$ cat src/rtl/fdc_regs_pkg.sv
package fdc_regs_pkg;
  localparam int DATA_W = 8;
  localparam int OFS_W  = 3;
  localparam int N_DRV  = 4;

  localparam logic [OFS_W-1:0] OFS_STAT  = 3'd0;
  localparam logic [OFS_W-1:0] OFS_LOTYP = 3'd1;
  localparam logic [OFS_W-1:0] OFS_HI    = 3'd2;
  localparam logic [OFS_W-1:0] OFS_RBYTE = 3'd3;
  localparam logic [OFS_W-1:0] OFS_SRST  = 3'd7;

  localparam logic [1:0] RT_ERR    = 2'b00;
  localparam logic [1:0] RT_RDYCHG = 2'b10;
  localparam logic [1:0] ICTL_OFF  = 2'b01;

  typedef struct packed {
    logic rd_stat;
    logic rd_type;
    logic rd_rbyte;
    logic wr_lo;
    logic wr_hi;
    logic wr_srst;
  } strobe_t;

  // drive-ready bits sit apart; both presence bits read as one
  function automatic logic [DATA_W-1:0] pack_status(input logic [N_DRV-1:0] rdy,
                                                    input logic flag);
    return {1'b0, rdy[3], rdy[2], 1'b1, 1'b1, flag, rdy[1], rdy[0]};
  endfunction

  function automatic logic [DATA_W-1:0] pack_rdychg(input logic [N_DRV-1:0] rdy);
    return {rdy[1], rdy[0], rdy[3], rdy[2], 4'b0000};
  endfunction
endpackage

$ cat src/rtl/fdc_addr_dec.sv
module fdc_addr_dec
  import fdc_regs_pkg::*;
#(
  parameter int              ADDR_W    = 8,
  parameter logic [ADDR_W-1:0] BASE_ADDR = 8'h78
) (
  input  logic [ADDR_W-1:0] addr,
  input  logic              rd,
  input  logic              wr,
  output strobe_t           stb
);
  localparam int TAG_W = ADDR_W - OFS_W;

  logic             hit;
  logic [OFS_W-1:0] ofs;

  assign hit = (addr[ADDR_W-1:OFS_W] == BASE_ADDR[ADDR_W-1:OFS_W]);
  assign ofs = addr[OFS_W-1:0];

  always_comb begin
    stb          = '0;
    stb.rd_stat  = rd && hit && (ofs == OFS_STAT);
    stb.rd_type  = rd && hit && (ofs == OFS_LOTYP);
    stb.rd_rbyte = rd && hit && (ofs == OFS_RBYTE);
    stb.wr_lo    = wr && hit && (ofs == OFS_LOTYP);
    stb.wr_hi    = wr && hit && (ofs == OFS_HI);
    stb.wr_srst  = wr && hit && (ofs == OFS_SRST);
  end

  if (TAG_W < 1) begin : g_bad_width
    initial $error("ADDR_W must exceed the offset width");
  end
endmodule

$ cat src/rtl/fdc_ptr_launch.sv
module fdc_ptr_launch
  import fdc_regs_pkg::*;
#(
  parameter int PTR_W = 16
) (
  input  logic              clk,
  input  logic              rst,
  input  logic              wr_lo,
  input  logic              wr_hi,
  input  logic [DATA_W-1:0] wdata,
  output logic [PTR_W-1:0]  cmd_ptr,
  output logic              cmd_start
);
  localparam int HI_W = PTR_W - DATA_W;

  logic [DATA_W-1:0] lo_q;
  logic [HI_W-1:0]   hi_q;

  always_ff @(posedge clk) begin
    if (rst) begin
      lo_q      <= '0;
      hi_q      <= '0;
      cmd_start <= 1'b0;
    end else begin
      if (wr_lo) lo_q <= wdata;
      if (wr_hi) hi_q <= wdata[HI_W-1:0];
      cmd_start <= wr_hi;
    end
  end

  assign cmd_ptr = {hi_q, lo_q};
endmodule

$ cat src/rtl/fdc_result_regs.sv
module fdc_result_regs
  import fdc_regs_pkg::*;
(
  input  logic              clk,
  input  logic              rst,
  input  logic              soft_rst,
  input  logic              rd_type,
  input  logic [N_DRV-1:0]  media_present,
  input  logic              eng_done,
  input  logic [1:0]        eng_type,
  input  logic [DATA_W-1:0] eng_byte,
  input  logic [1:0]        eng_ictl,
  output logic              intff,
  output logic [1:0]        rtype,
  output logic [DATA_W-1:0] err_byte,
  output logic              chg_pend,
  output logic [N_DRV-1:0]  rdy,
  output logic              irq
);
  logic              intff_n, chg_n;
  logic [1:0]        type_n, ictl_n, ictl_q;
  logic [DATA_W-1:0] err_n;

  always_comb begin
    intff_n = intff;
    chg_n   = chg_pend;
    type_n  = rtype;
    ictl_n  = ictl_q;
    err_n   = err_byte;
    if (eng_done) begin
      intff_n = 1'b1;
      type_n  = eng_type;
      ictl_n  = eng_ictl;
      chg_n   = (eng_type == RT_RDYCHG);
      if (eng_type == RT_ERR) err_n = eng_byte;
    end else if (rd_type) begin
      intff_n = 1'b0;
    end
    if (soft_rst) begin
      intff_n = 1'b0;
      chg_n   = 1'b0;
      type_n  = RT_ERR;
      ictl_n  = 2'b00;
      err_n   = '0;
    end
  end

  always_ff @(posedge clk) begin
    if (rst) begin
      intff    <= 1'b0;
      chg_pend <= 1'b0;
      rtype    <= RT_ERR;
      ictl_q   <= 2'b00;
      err_byte <= '0;
      irq      <= 1'b0;
    end else begin
      intff    <= intff_n;
      chg_pend <= chg_n;
      rtype    <= type_n;
      ictl_q   <= ictl_n;
      err_byte <= err_n;
      irq      <= intff_n && (ictl_n != ICTL_OFF);
    end
  end

  for (genvar d = 0; d < N_DRV; d++) begin : g_rdy
    always_ff @(posedge clk) begin
      if (rst || soft_rst) rdy[d] <= media_present[d];
    end
  end
endmodule

$ cat src/rtl/fdc_rd_mux.sv
module fdc_rd_mux
  import fdc_regs_pkg::*;
(
  input  logic              clk,
  input  logic              rst,
  input  strobe_t           stb,
  input  logic              intff,
  input  logic [1:0]        rtype,
  input  logic [DATA_W-1:0] err_byte,
  input  logic              chg_pend,
  input  logic [N_DRV-1:0]  rdy,
  output logic [DATA_W-1:0] rdata
);
  logic [DATA_W-1:0] sel;

  always_comb begin
    sel = '0;
    if (stb.rd_stat)
      sel = pack_status(rdy, intff);
    else if (stb.rd_type)
      sel = {{(DATA_W-2){1'b0}}, rtype};
    else if (stb.rd_rbyte)
      sel = (rtype == RT_RDYCHG && chg_pend) ? pack_rdychg(rdy) : err_byte;
  end

  always_ff @(posedge clk) begin
    if (rst) rdata <= '0;
    else     rdata <= sel;
  end
endmodule

$ cat src/rtl/fdc_host_regs.sv
module fdc_host_regs
  import fdc_regs_pkg::*;
#(
  parameter int                ADDR_W    = 8,
  parameter logic [ADDR_W-1:0] BASE_ADDR = 8'h78,
  parameter int                PTR_W     = 16
) (
  input  logic              clk,
  input  logic              rst,
  input  logic [ADDR_W-1:0] io_addr,
  input  logic              io_rd,
  input  logic              io_wr,
  input  logic [7:0]        io_wdata,
  output logic [7:0]        io_rdata,
  input  logic [3:0]        media_present,
  input  logic              eng_done,
  input  logic [1:0]        eng_type,
  input  logic [7:0]        eng_byte,
  input  logic [1:0]        eng_ictl,
  output logic              cmd_start,
  output logic [PTR_W-1:0]  cmd_ptr,
  output logic              irq
);
  strobe_t           stb;
  logic              intff;
  logic [1:0]        rtype;
  logic [DATA_W-1:0] err_byte;
  logic              chg_pend;
  logic [N_DRV-1:0]  rdy;

  fdc_addr_dec #(.ADDR_W(ADDR_W), .BASE_ADDR(BASE_ADDR)) u_dec (
    .addr(io_addr), .rd(io_rd), .wr(io_wr), .stb(stb)
  );

  fdc_ptr_launch #(.PTR_W(PTR_W)) u_ptr (
    .clk(clk), .rst(rst), .wr_lo(stb.wr_lo), .wr_hi(stb.wr_hi),
    .wdata(io_wdata), .cmd_ptr(cmd_ptr), .cmd_start(cmd_start)
  );

  fdc_result_regs u_res (
    .clk(clk), .rst(rst), .soft_rst(stb.wr_srst), .rd_type(stb.rd_type),
    .media_present(media_present), .eng_done(eng_done), .eng_type(eng_type),
    .eng_byte(eng_byte), .eng_ictl(eng_ictl), .intff(intff), .rtype(rtype),
    .err_byte(err_byte), .chg_pend(chg_pend), .rdy(rdy), .irq(irq)
  );

  fdc_rd_mux u_mux (
    .clk(clk), .rst(rst), .stb(stb), .intff(intff), .rtype(rtype),
    .err_byte(err_byte), .chg_pend(chg_pend), .rdy(rdy), .rdata(io_rdata)
  );
endmodule

$ cat config.mk
export PLATFORM = sky130hd
export DESIGN_NAME = fdc_host_regs
export DESIGN_NICKNAME = d
export VERILOG_FILES = /design/src/rtl/fdc_regs_pkg.sv /design/src/rtl/fdc_addr_dec.sv /design/src/rtl/fdc_ptr_launch.sv /design/src/rtl/fdc_result_regs.sv /design/src/rtl/fdc_rd_mux.sv /design/src/rtl/fdc_host_regs.sv
export SDC_FILE = /design/constraint.sdc
export NUM_CORES = 1
export LEC_CHECK = 0
export ABC_AREA = 1
export BUFFER_PORTS_ARGS = -buffer_cell sky130_fd_sc_hd__buf_2
export CORE_MARGIN = 2
export CORE_UTILIZATION = 34
export DETAILED_ROUTE_END_ITERATION = 7
export PLACE_DENSITY = 0.54
export SYNTH_ARGS = -nofsm -noshare
export SYNTH_HDL_FRONTEND = slang
export SYNTH_SLANG_ARGS = --single-unit
export TNS_END_PERCENT = 30
$ cat constraint.sdc
create_clock -name clk -period 2 [get_ports clk]
set_input_delay 0.4 -clock clk [delete_from_list [all_inputs] [get_ports clk]]
set_output_delay 0.4 -clock clk [all_outputs]
set_load 0.01 [all_outputs]
==> results by group, run 1 <==
Status
  • Status: complete, no violations

Timing
  • Fmax: 777 MHz
  • Layout Skew: 6.13 ps
  • Fin Setup TNS: 0 ps
  • Max_slew headroom: 0.719
  • Least-Margin Pin Slew: 420 ps
  • Final period utilization: 0.644
  • RSZ-0062 raised after global routing: false
  • PnR worst setup slack: 712 ps
  • Max-slew violations: 0
  • Clock period minus worst slack: 1290 ps
  • Hold Vio Cnt, Final: 0
  • Final setup vio count: 0

CTS
  • H-tree Lvls: 2
  • Root Buffer: clkbuf_8
  • Clk buf depth: 2
  • Hold Buf Count CTS: 0
  • CTS resizes: 0
  • Clk Latency, worst-skew pair: 290 ps
  • CTS tree: built
  • CTS Buf Count: 5
  • TritonCTS Sinks: 44
  • Clock-pin slew on the worst setup and hold paths: 80 ps
  • Post-CTS Setup Inserts: 0

Hold path
  • Hold WC Path Type: in -> reg

Die
  • Die Height: 76.7 microns
  • Full die area: 5880 sq um
  • Io pins: 63
  • Cell Rows: 26
  • Die W: 76.7 microns
  • Starting density of the core: 0.352
  • Core box area: 5110 sq um

Global routing
  • Routing usage on met1: 0.184
  • Largest net degree at the start of global routing: 25
  • GRT met3 Usage: 0.0494
  • Vias in the first global route: 1,621
  • Global Route Usage Sum: 0.153
  • Gr ovfl total: 0
  • Met2 usage: 0.256
  • Layer carrying the most global-route usage: met2
  • First-pass GRT wire length: 7250 microns
  • Initial antenna violation count: 0

Detailed routing
  • Routed vias/inst: 4.48
  • DRC violations left: 0
  • Initial DRC count: 46
  • Vias: 1,672
  • Routed WL: 4090 microns
  • Post-route ant nets: 0
  • Wire per inst: 11.0 microns
  • First-pass iteration count of the detailed router: 4

Yosys
  • Mean post-synth cell area: 7.64 sq um
  • Cells after Synth: 235
  • #FFs+latches synth: 44
  • Synth Net Count: 272
  • Synthesis warning total: 0
  • Synth area leader: dfxtp_1
  • Synth top area share: 0.446
  • Unique masters post-synth: 20
  • Synth Cell Area: 1800 sq um
  • Sequential fraction of the synthesis area: 0.513
  • Area contributors post-synth: dfxtp_1 45%, nand2_1 13%, nand3_1 8.9%

Critical path
  • CP bufs+invs: 3
  • Crit-path cells: buf_2 > inv_1 > nand2_4 > nor2_2 > nand3_1 > nand2_1 > buf_4 > a21oi_1
  • CP Capture Type: flip-flop
  • Crit path DAT: 1470 ps
  • Max incr delay on CP: 330 ps
  • Crit Path Max Fanout: 11
  • Slowest CP cell: nand2_1
  • Worst Setup Path Type: in -> reg
  • Critical Path Start Type: input pin
  • Req. time, crit path: 2180 ps
  • Delay-heaviest family, CP: simple AND/OR/NAND/NOR gates

Power and ir drop
  • PwrDens: 707 nW/um^2
  • Worst VDD drop: 0.278 mV
  • Leakage: 1.05 nW

Placed design
  • Number of buffers added on ports: 62
  • Gpl congestion: 0.719
  • Place WS: 396 ps
  • Placed cell count: 365
  • HPWL Detailed: 3200 microns

Final layout
  • Final Net Count: 339
  • Layout area overhead: 27.2%
  • Ratio of cells with drive above 1 in the final layout: 0.271
  • # fillers: 541
  • ANT cells: 0
  • Non-Filler Instances: 373

Flow run
  • Maxcap violations: 0
## cell usage in the layout (no fill, tap or decap)
cell type / instances
a211oi_1: 1
a21oi_1: 29
a22oi_1: 1
buf_2: 62
buf_4: 6
clkbuf_1: 1
clkbuf_8: 6
clkinvlp_4: 1
dfxtp_1: 40
edfxtp_1: 4
inv_1: 21
nand2_1: 62
nand2_2: 1
nand2_4: 1
nand3_1: 32
nand3_2: 1
nand4_1: 6
nor2_1: 22
nor2_2: 3
nor3_1: 1
nor3b_4: 1
o21ai_0: 1
## metal layers
metal,up-vias,wire (microns)
met5,-,0
met4,0,31
met3,4,236
met2,46,1940
met1,724,1880
li1,898,-
## sequential cells by signal, indices dropped and copies added (netlist names)
name / flops
u_mux.rdata: 8
u_ptr.hi_q: 8
u_ptr.lo_q: 8
u_res.err_byte: 8
u_res.rdy: 4
u_res.ictl_q: 2
u_res.rtype: 2
u_ptr.cmd_start: 1
u_res.chg_pend: 1
u_res.intff: 1
u_res.irq: 1
## worst paths after layout
kind | from | end | slack [ps] | cells after the start
setup / recovery | io_addr[7] | u_res.err_byte[7] | 710 | 8
hold / removal | media_present[0] | u_res.rdy[0] | 290 | 1
setup reg to reg | u_res.rtype[0] | u_mux.rdata[6] | 730 | 7
hold reg to reg | u_ptr.lo_q[0] | u_ptr.lo_q[0] | 460 | 2
## through the flow
stage	util	area (sq um)	hold slack [ps]	total power [mW]
global route	0.447	2280	266	1.70
global placement	0.429	2190	445	1.07
finish	0.447	2280	288	1.62
detailed placement	0.429	2190	452	1.07
CTS	0.447	2280	272	1.64
floorplan	-	1800	439	1.01
## power breakdown
group	switching, mW	internal [mW]	total (mW)
logic	0.0765	0.0523	0.129
clock network	0.285	0.281	0.566
registers	0.0105	0.910	0.920
## worst register-to-register path: cells and delay by family (launching register included)
| family | cells | cell delay, ps |
|---|---|---|
| simple gates | 4 | 390 |
| flops | 1 | 330 |
| buf+inv | 2 | 290 |
| compound gates | 1 | 180 |
## logic make-up after synthesis
group | Yosys count | share of synthesized area
simple gates | 130 | 0.325
flops | 44 | 0.513
compound gates | 32 | 0.0920
buf+inv | 29 | 0.0704
## cell type report
| type | count | area (sq um) | share of cell area |
|---|---|---|---|
| well taps | 70 | 87.6 | 0.0383 |
| repair buffers | 68 | 355 | 0.156 |
| inverters | 21 | 78.8 | 0.0345 |
| clock inverters | 1 | 7.51 | 0.00329 |
| flip-flops and latches | 44 | 921 | 0.403 |
| clock buffers | 7 | 86.3 | 0.0378 |
| multi-input cells | 162 | 748 | 0.327 |
## cell usage after synthesis
master	number
nor3b_4	1
inv_1	21
clkbuf_1	4
buf_6	2
nand3_2	1
nor3_1	1
nand3_1	32
edfxtp_1	4
nand2_1	62
a21oi_1	29
a22oi_1	1
nand4_1	6
buf_2	2
nor2_1	22
dfxtp_1	40
nand2_4	1
a211oi_1	1
o21ai_0	1
nor2_2	3
nand2_2	1
(Power assumes the default switching activity.)
==> run 2: changes to the inputs <==
--- a/config.mk
+++ b/config.mk
@@ -10,7 +10,7 @@
 export CORE_MARGIN = 2
 export CORE_UTILIZATION = 34
 export DETAILED_ROUTE_END_ITERATION = 7
-export PLACE_DENSITY = 0.54
+export PLACE_DENSITY = 0.56
 export SYNTH_ARGS = -nofsm -noshare
 export SYNTH_HDL_FRONTEND = slang
 export SYNTH_SLANG_ARGS = --single-unit
==> constraint.sdc (replaced) <==
create_clock -name clk -period 1.1 [get_ports clk]
set_input_delay 0.22 -clock clk [delete_from_list [all_inputs] [get_ports clk]]
set_output_delay 0.22 -clock clk [all_outputs]
set_load 0.01 [all_outputs]
==> run 2 against run 1 <==
Non-clock buffer count rose by 19. Wire length is 3.4% higher. Global-route usage grew 0.12 points. Clock skew decreased by 1.1 ps. Sequential share of layout area fell by 3.4 points. Die area stayed put. Design area increased by 9.2%. Register-to-register slack worse by 660 ps. Highest routed layer unchanged.
==> results by group, run 2 (synthesis gave the netlist of run 1 again) <==
Critical path
  • Crit-path cells: nand3_4 > buf_4 > nand2_1 > nand2_1 > a21oi_2 > nor2_1
  • Req. time, crit path: 1290 ps (-890 ps)
  • Reg2reg end: u_mux.rdata[4]
  • Slowest CP cell: dfxtp_1
  • Worst Setup SP: u_res.chg_pend
  • Worst setup endpoint: u_mux.rdata[4]
  • Worst Setup Path Type: reg -> reg
  • R2R depth: 6 (-1)
  • CP Capture Type: flip-flop
  • R2R Path Start: u_res.chg_pend
  • Crit Path Max Fanout: 4 (-7)
  • Critical Path Start Type: flip-flop
  • Crit path DAT: 1210 ps (-260 ps)
  • Most frequent CP cell: nand2_1
  • Max incr delay on CP: 380 ps (+50 ps)
  • Register-to-register setup slack: 70 ps (-660 ps)

Final layout
  • Layout area overhead: 39.0%
  • Finished layout cell area: 2490 sq um (+9.2%)
  • ANT cells: 0 (unchanged)
  • Fin util: 0.488 (+0.0412)
  • Final Net Count: 358 (+5.6%)
  • Non-Filler Instances: 392 (+5.1%)
  • Commonest non-fill, non-tap cells in the layout: 62 x buf_2, 60 x nand2_1, 40 x dfxtp_1, 30 x nand3_1, 28 x a21oi_1
  • Ratio of cells with drive above 1 in the final layout: 0.339 (+0.0679)
  • Commonest non-fill, non-tap cell in the layout: buf_2

Detailed routing
  • Routed vias/inst: 4.45 (-0.81%)
  • Post-route ant nets: 0 (unchanged)
  • Wire per inst: 10.8 microns (-1.7%)
  • Vias: 1,743 (+4.2%)
  • Initial DRC count: 27 (-41%)
  • DRC violations left: 0 (unchanged)
  • Routed WL: 4220 microns (+3.4%)
  • First-pass iteration count of the detailed router: 4 (unchanged)

Power and ir drop
  • PwrDens: 1180 nW/um^2 (+67%)
  • Tot Pwr: 2.94 mW (+82%)
  • Worst VDD drop: 0.597 mV (+110%)
  • Leakage: 1.15 nW (+9.4%)

Global routing
  • First-pass GRT wire length: 7220 microns (-0.37%)
  • Vias in the first global route: 1,602 (-1.2%)
  • Largest net degree at the start of global routing: 25 (unchanged)
  • Gr ovfl total: 0 (unchanged)
  • Initial antenna violation count: 0 (unchanged)
  • Global Route Usage Sum: 0.154 (+0.00121)

Timing
  • Max-slew violations: 0 (unchanged)
  • Least-Margin Pin Slew: 268 ps (-152 ps)
  • Clock period minus worst slack: 1030 ps
  • Fin Setup TNS: 0 ps (unchanged)
  • Final period utilization: 0.933
  • Layout Skew: 5.08 ps (-1.05 ps)
  • Final setup vio count: 0 (unchanged)
  • RSZ-0062 raised after global routing: false
  • Max_slew headroom: 0.820 (+0.100)
  • PnR worst setup slack: 74.2 ps (-638 ps)
  • Fmax: 975 MHz
  • Hold Slack: 94.9 ps (-193 ps)
  • Hold Vio Cnt, Final: 0 (unchanged)

Placed design
  • Placed cell count: 384 (+5.2%)
  • HPWL Detailed: 3310 microns (+3.4%)
  • Gpl congestion: 0.790 (+9.9%)
  • Place WS: -138 ps (-534 ps)
  • DP Area: 2390 sq um (+9.3%)
  • Number of buffers added on ports: 62 (unchanged)

CTS
  • Root Buffer: clkbuf_8
  • CTS Buf Count: 5 (unchanged)
  • H-tree Lvls: 2 (unchanged)
  • TritonCTS Sinks: 44 (unchanged)
  • Clock-pin slew on the worst setup and hold paths: 80 ps (about the same)
  • CTS tree: built
  • Clk buf depth: 2 (unchanged)
  • Clk Latency, worst-skew pair: 300 ps (about the same)

Hold path
  • Hold WC Path Type: in -> reg

Die
  • Die W: 76.7 microns (unchanged)
  • Starting density of the core: 0.352 (unchanged)
  • Core box area: 5110 sq um (unchanged)
  • Die Height: 76.7 microns (unchanged)
  • Cell Rows: 26 (unchanged)
  • Io pins: 63 (unchanged)
  • Full die area: 5880 sq um (unchanged)

Flow run
  • Maxcap violations: 0 (unchanged)

Status
  • Status: complete, no violations
==> run 2: cell type report <==
class,count,area [sq um]
Clock buffer,6,72.6
Clock inverter,2,12.5
Fill cell,550,2610
Inverter,21,78.8
Multi-Input combinational cell,162,787
Sequential cell,44,921
Tap cell,70,87.6
Timing Repair Buffer,87,536
==> run 2: report_power, final <==
group          switching (mW)  internal (mW)  total, mW
Clock                   0.534          0.444      0.978
Combinational           0.154          0.131      0.286
Sequential             0.0201           1.65       1.67
Total                   0.708           2.23       2.94
==> run 2: repair_timing <==
item	4_1_cts	5_1_grt
hold buffers	0	0
pin swaps	0	1
buffers inserted	0	0
resized for setup	2	3
cloned	0	0
setup endpoints to repair	7	1
==> run 2: metal layers <==
metal  wire length [microns]  vias to the layer above  GRT usage
met4                     104                        0     0.0727
met1                    1860                      745      0.176
met2                    2000                       51      0.261
met5                       0                        -          0
met3                     250                       10     0.0471
li1                        -                      937          -
==> run 2: worst max-delay path, delay by kind of cell, from the launching register on <==
family | cells | cell delay, ps
simple gates | 4 | 260
compound gates | 1 | 120
buf+inv | 1 | 150
flops | 1 | 380
==> run 2: worst min path at each step <==
stage	startpoint	end	depth (start not counted)
2_1_floorplan	media_present[0]	u_res.rdy[0]	0
3_3_place_gp	media_present[0]	u_res.rdy[0]	1
3_5_place_dp	media_present[1]	u_res.rdy[1]	1
4_1_cts	media_present[1]	u_res.rdy[1]	1
5_1_grt	media_present[1]	u_res.rdy[1]	1
6_report	media_present[1]	u_res.rdy[1]	1
==> run 3: changes to the inputs <==
--- a/config.mk
+++ b/config.mk
@@ -9,6 +9,7 @@
 export BUFFER_PORTS_ARGS = -buffer_cell sky130_fd_sc_hd__buf_2
 export CORE_MARGIN = 2
 export CORE_UTILIZATION = 34
+export CTS_BUF_LIST = sky130_fd_sc_hd__clkbuf_16
 export DETAILED_ROUTE_END_ITERATION = 7
 export PLACE_DENSITY = 0.56
 export SYNTH_ARGS = -nofsm -noshare
==> run 3 against run 2 <==
Final cell count is the same. Via count grew 0.46%. Die area is the same. Wire length grew 0.36%. Largest cell class unchanged.
==> results by group, run 3 (synthesis gave the netlist of run 1 again) <==
CTS
  • Root Buffer: clkbuf_16
  • H-tree Lvls: 2 (unchanged)
  • TritonCTS Sinks: 44 (unchanged)
  • Hold Buf Count CTS: 0 (unchanged)
  • CTS Buf Count: 5 (unchanged)
  • Clk Latency, worst-skew pair: 280 ps (-20 ps)
  • Clk buf depth: 2 (unchanged)
  • CTS tree: built
  • Clock-pin slew on the worst setup and hold paths: 60 ps (-20 ps)

Timing
  • RSZ-0062 raised after global routing: false
  • Fmax: 978 MHz (+0.31%)
  • Max_slew headroom: 0.814 (-0.00587)
  • Max-slew violations: 0 (unchanged)
  • Layout Skew: 3.86 ps (-1.22 ps)
  • Final setup vio count: 0 (unchanged)
  • Least-Margin Pin Slew: 277 ps (+8.71 ps)
  • Fin Setup TNS: 0 ps (unchanged)
  • Hold Vio Cnt, Final: 0 (unchanged)
  • Final period utilization: 0.930 (-0.00287)
  • Clock period minus worst slack: 1020 ps (-3.15 ps)

Die
  • Starting density of the core: 0.352 (unchanged)
  • Die W: 76.7 microns (unchanged)
  • Core box area: 5110 sq um (unchanged)
  • Io pins: 63 (unchanged)
  • Cell Rows: 26 (unchanged)
  • Full die area: 5880 sq um (unchanged)
  • Die Height: 76.7 microns (unchanged)

Final layout
  • Layout area overhead: 42.1%
  • Ratio of cells with drive above 1 in the final layout: 0.339 (unchanged)
  • Finished layout cell area: 2550 sq um (+2.3%)
  • Commonest non-fill, non-tap cells in the layout: 62 x buf_2, 60 x nand2_1, 40 x dfxtp_1, 30 x nand3_1, 28 x a21oi_1
  • ANT cells: 0 (unchanged)
  • Final Net Count: 358 (unchanged)
  • Commonest non-fill, non-tap cell in the layout: buf_2

Global routing
  • Largest net degree at the start of global routing: 25 (unchanged)
  • First-pass GRT wire length: 7220 microns (unchanged)
  • Vias in the first global route: 1,603 (+0.062%)
  • Global Route Usage Sum: 0.154 (+0.000500)
  • Gr ovfl total: 0 (unchanged)
  • Initial antenna violation count: 0 (unchanged)

Power and ir drop
  • Worst VDD drop: 0.724 mV (+21%)
  • Leakage: 1.18 nW (+2.6%)
  • Tot Pwr: 3.37 mW (+15%)
  • PwrDens: 1320 nW/um^2 (+12%)

Detailed routing
  • Met3 wire len: 253 microns (+1.2%)
  • Initial DRC count: 30 (+11%)
  • First-pass iteration count of the detailed router: 4 (unchanged)
  • Routed WL: 4240 microns (+0.36%)
  • Metal1 wirelength: 1870 microns (+0.32%)
  • Routed vias/inst: 4.47 (+0.46%)
  • Top layer in use: met4
  • Post-route ant nets: 0 (unchanged)
  • DRC violations left: 0 (unchanged)
  • Met2 wire len: 2000 microns (about the same)
  • Vias: 1,751 (+0.46%)
  • Wire per inst: 10.8 microns (+0.36%)

Placed design
  • DP Area: 2390 sq um (unchanged)
  • Gpl congestion: 0.790 (unchanged)
  • HPWL Detailed: 3310 microns (unchanged)
  • Number of buffers added on ports: 62 (unchanged)

Critical path
  • CP Capture Type: flip-flop
  • Crit path DAT: 1190 ps (-20 ps)
  • Worst Setup Path Type: reg -> reg
  • Critical Path Start Type: flip-flop
  • Most frequent CP cell: nand2_1
  • Max incr delay on CP: 370 ps (about the same)
  • Slowest CP cell: dfxtp_1
  • Crit Path Max Fanout: 4 (unchanged)
  • Crit-path cells: nand3_4 > buf_4 > nand2_1 > nand2_1 > a21oi_2 > nor2_1
  • Req. time, crit path: 1270 ps (-20 ps)

Status
  • Status: complete, no violations

Flow run
  • Maxcap violations: 0 (unchanged)

Hold path
  • Hold WC Path Type: in -> reg
## run 3: stage by stage
stage,util,hold slack (ps),instances,setup slack (ps)
floorplan,-,319,235,-45.7
global placement,0.469,410,384,-113
detailed placement,0.469,400,384,-138
CTS,0.497,103,392,29.5
global route,0.500,98.6,392,0.137
finish,0.500,111,392,77.3
## run 3: final timing paths
kind,slack [ps],depth (start not counted),to,start
max,80,6,u_mux.rdata[4],u_res.chg_pend
min,110,1,u_res.rdy[1],media_present[1]
max reg2reg,80,6,u_mux.rdata[4],u_res.chg_pend
min reg2reg,460,2,u_ptr.lo_q[6],u_ptr.lo_q[6]
## run 3: where the power goes
group	internal, mW	switching, mW	leakage, nW	total (mW)
Sequential	1.66	0.0201	0.363	1.68
Clock	0.828	0.583	0.0710	1.41
Combinational	0.131	0.155	0.745	0.286
Total	2.62	0.758	1.18	3.37
## run 3: worst max-delay path: cells and delay by family (launching register included)
family,cells,cell delay (ps)
AO/OA/AOI/OAI,1,120
buffers and inverters,1,150
flip-flops,1,370
AND/OR/NAND/NOR,4,260
## run 3: cell type report
cell class              instances  area [sq um]
inverters                      21          78.8
multi-input cells             162           787
fillers                       544          2560
flip-flops and latches         44           921
clock inverters                 3          16.3
repair buffers                 87           536
well taps                      70          87.6
clock buffers                   5           125
## run 3: timing repair
| item | in CTS | in global routing |
|---|---|---|
| setup endpoints to repair | 7 | 1 |
| cloned | 0 | 0 |
| resized for setup | 2 | 3 |
| pin swaps | 0 | 1 |
| setup buffers | 0 | 0 |
## run 3: layer usage
| metal | vias up | global-route usage |
|---|---|---|
| li1 | 940 | - |
| met1 | 751 | 0.175 |
| met2 | 50 | 0.261 |
| met3 | 10 | 0.0506 |
| met4 | 0 | 0.0727 |
| met5 | - | 0 |
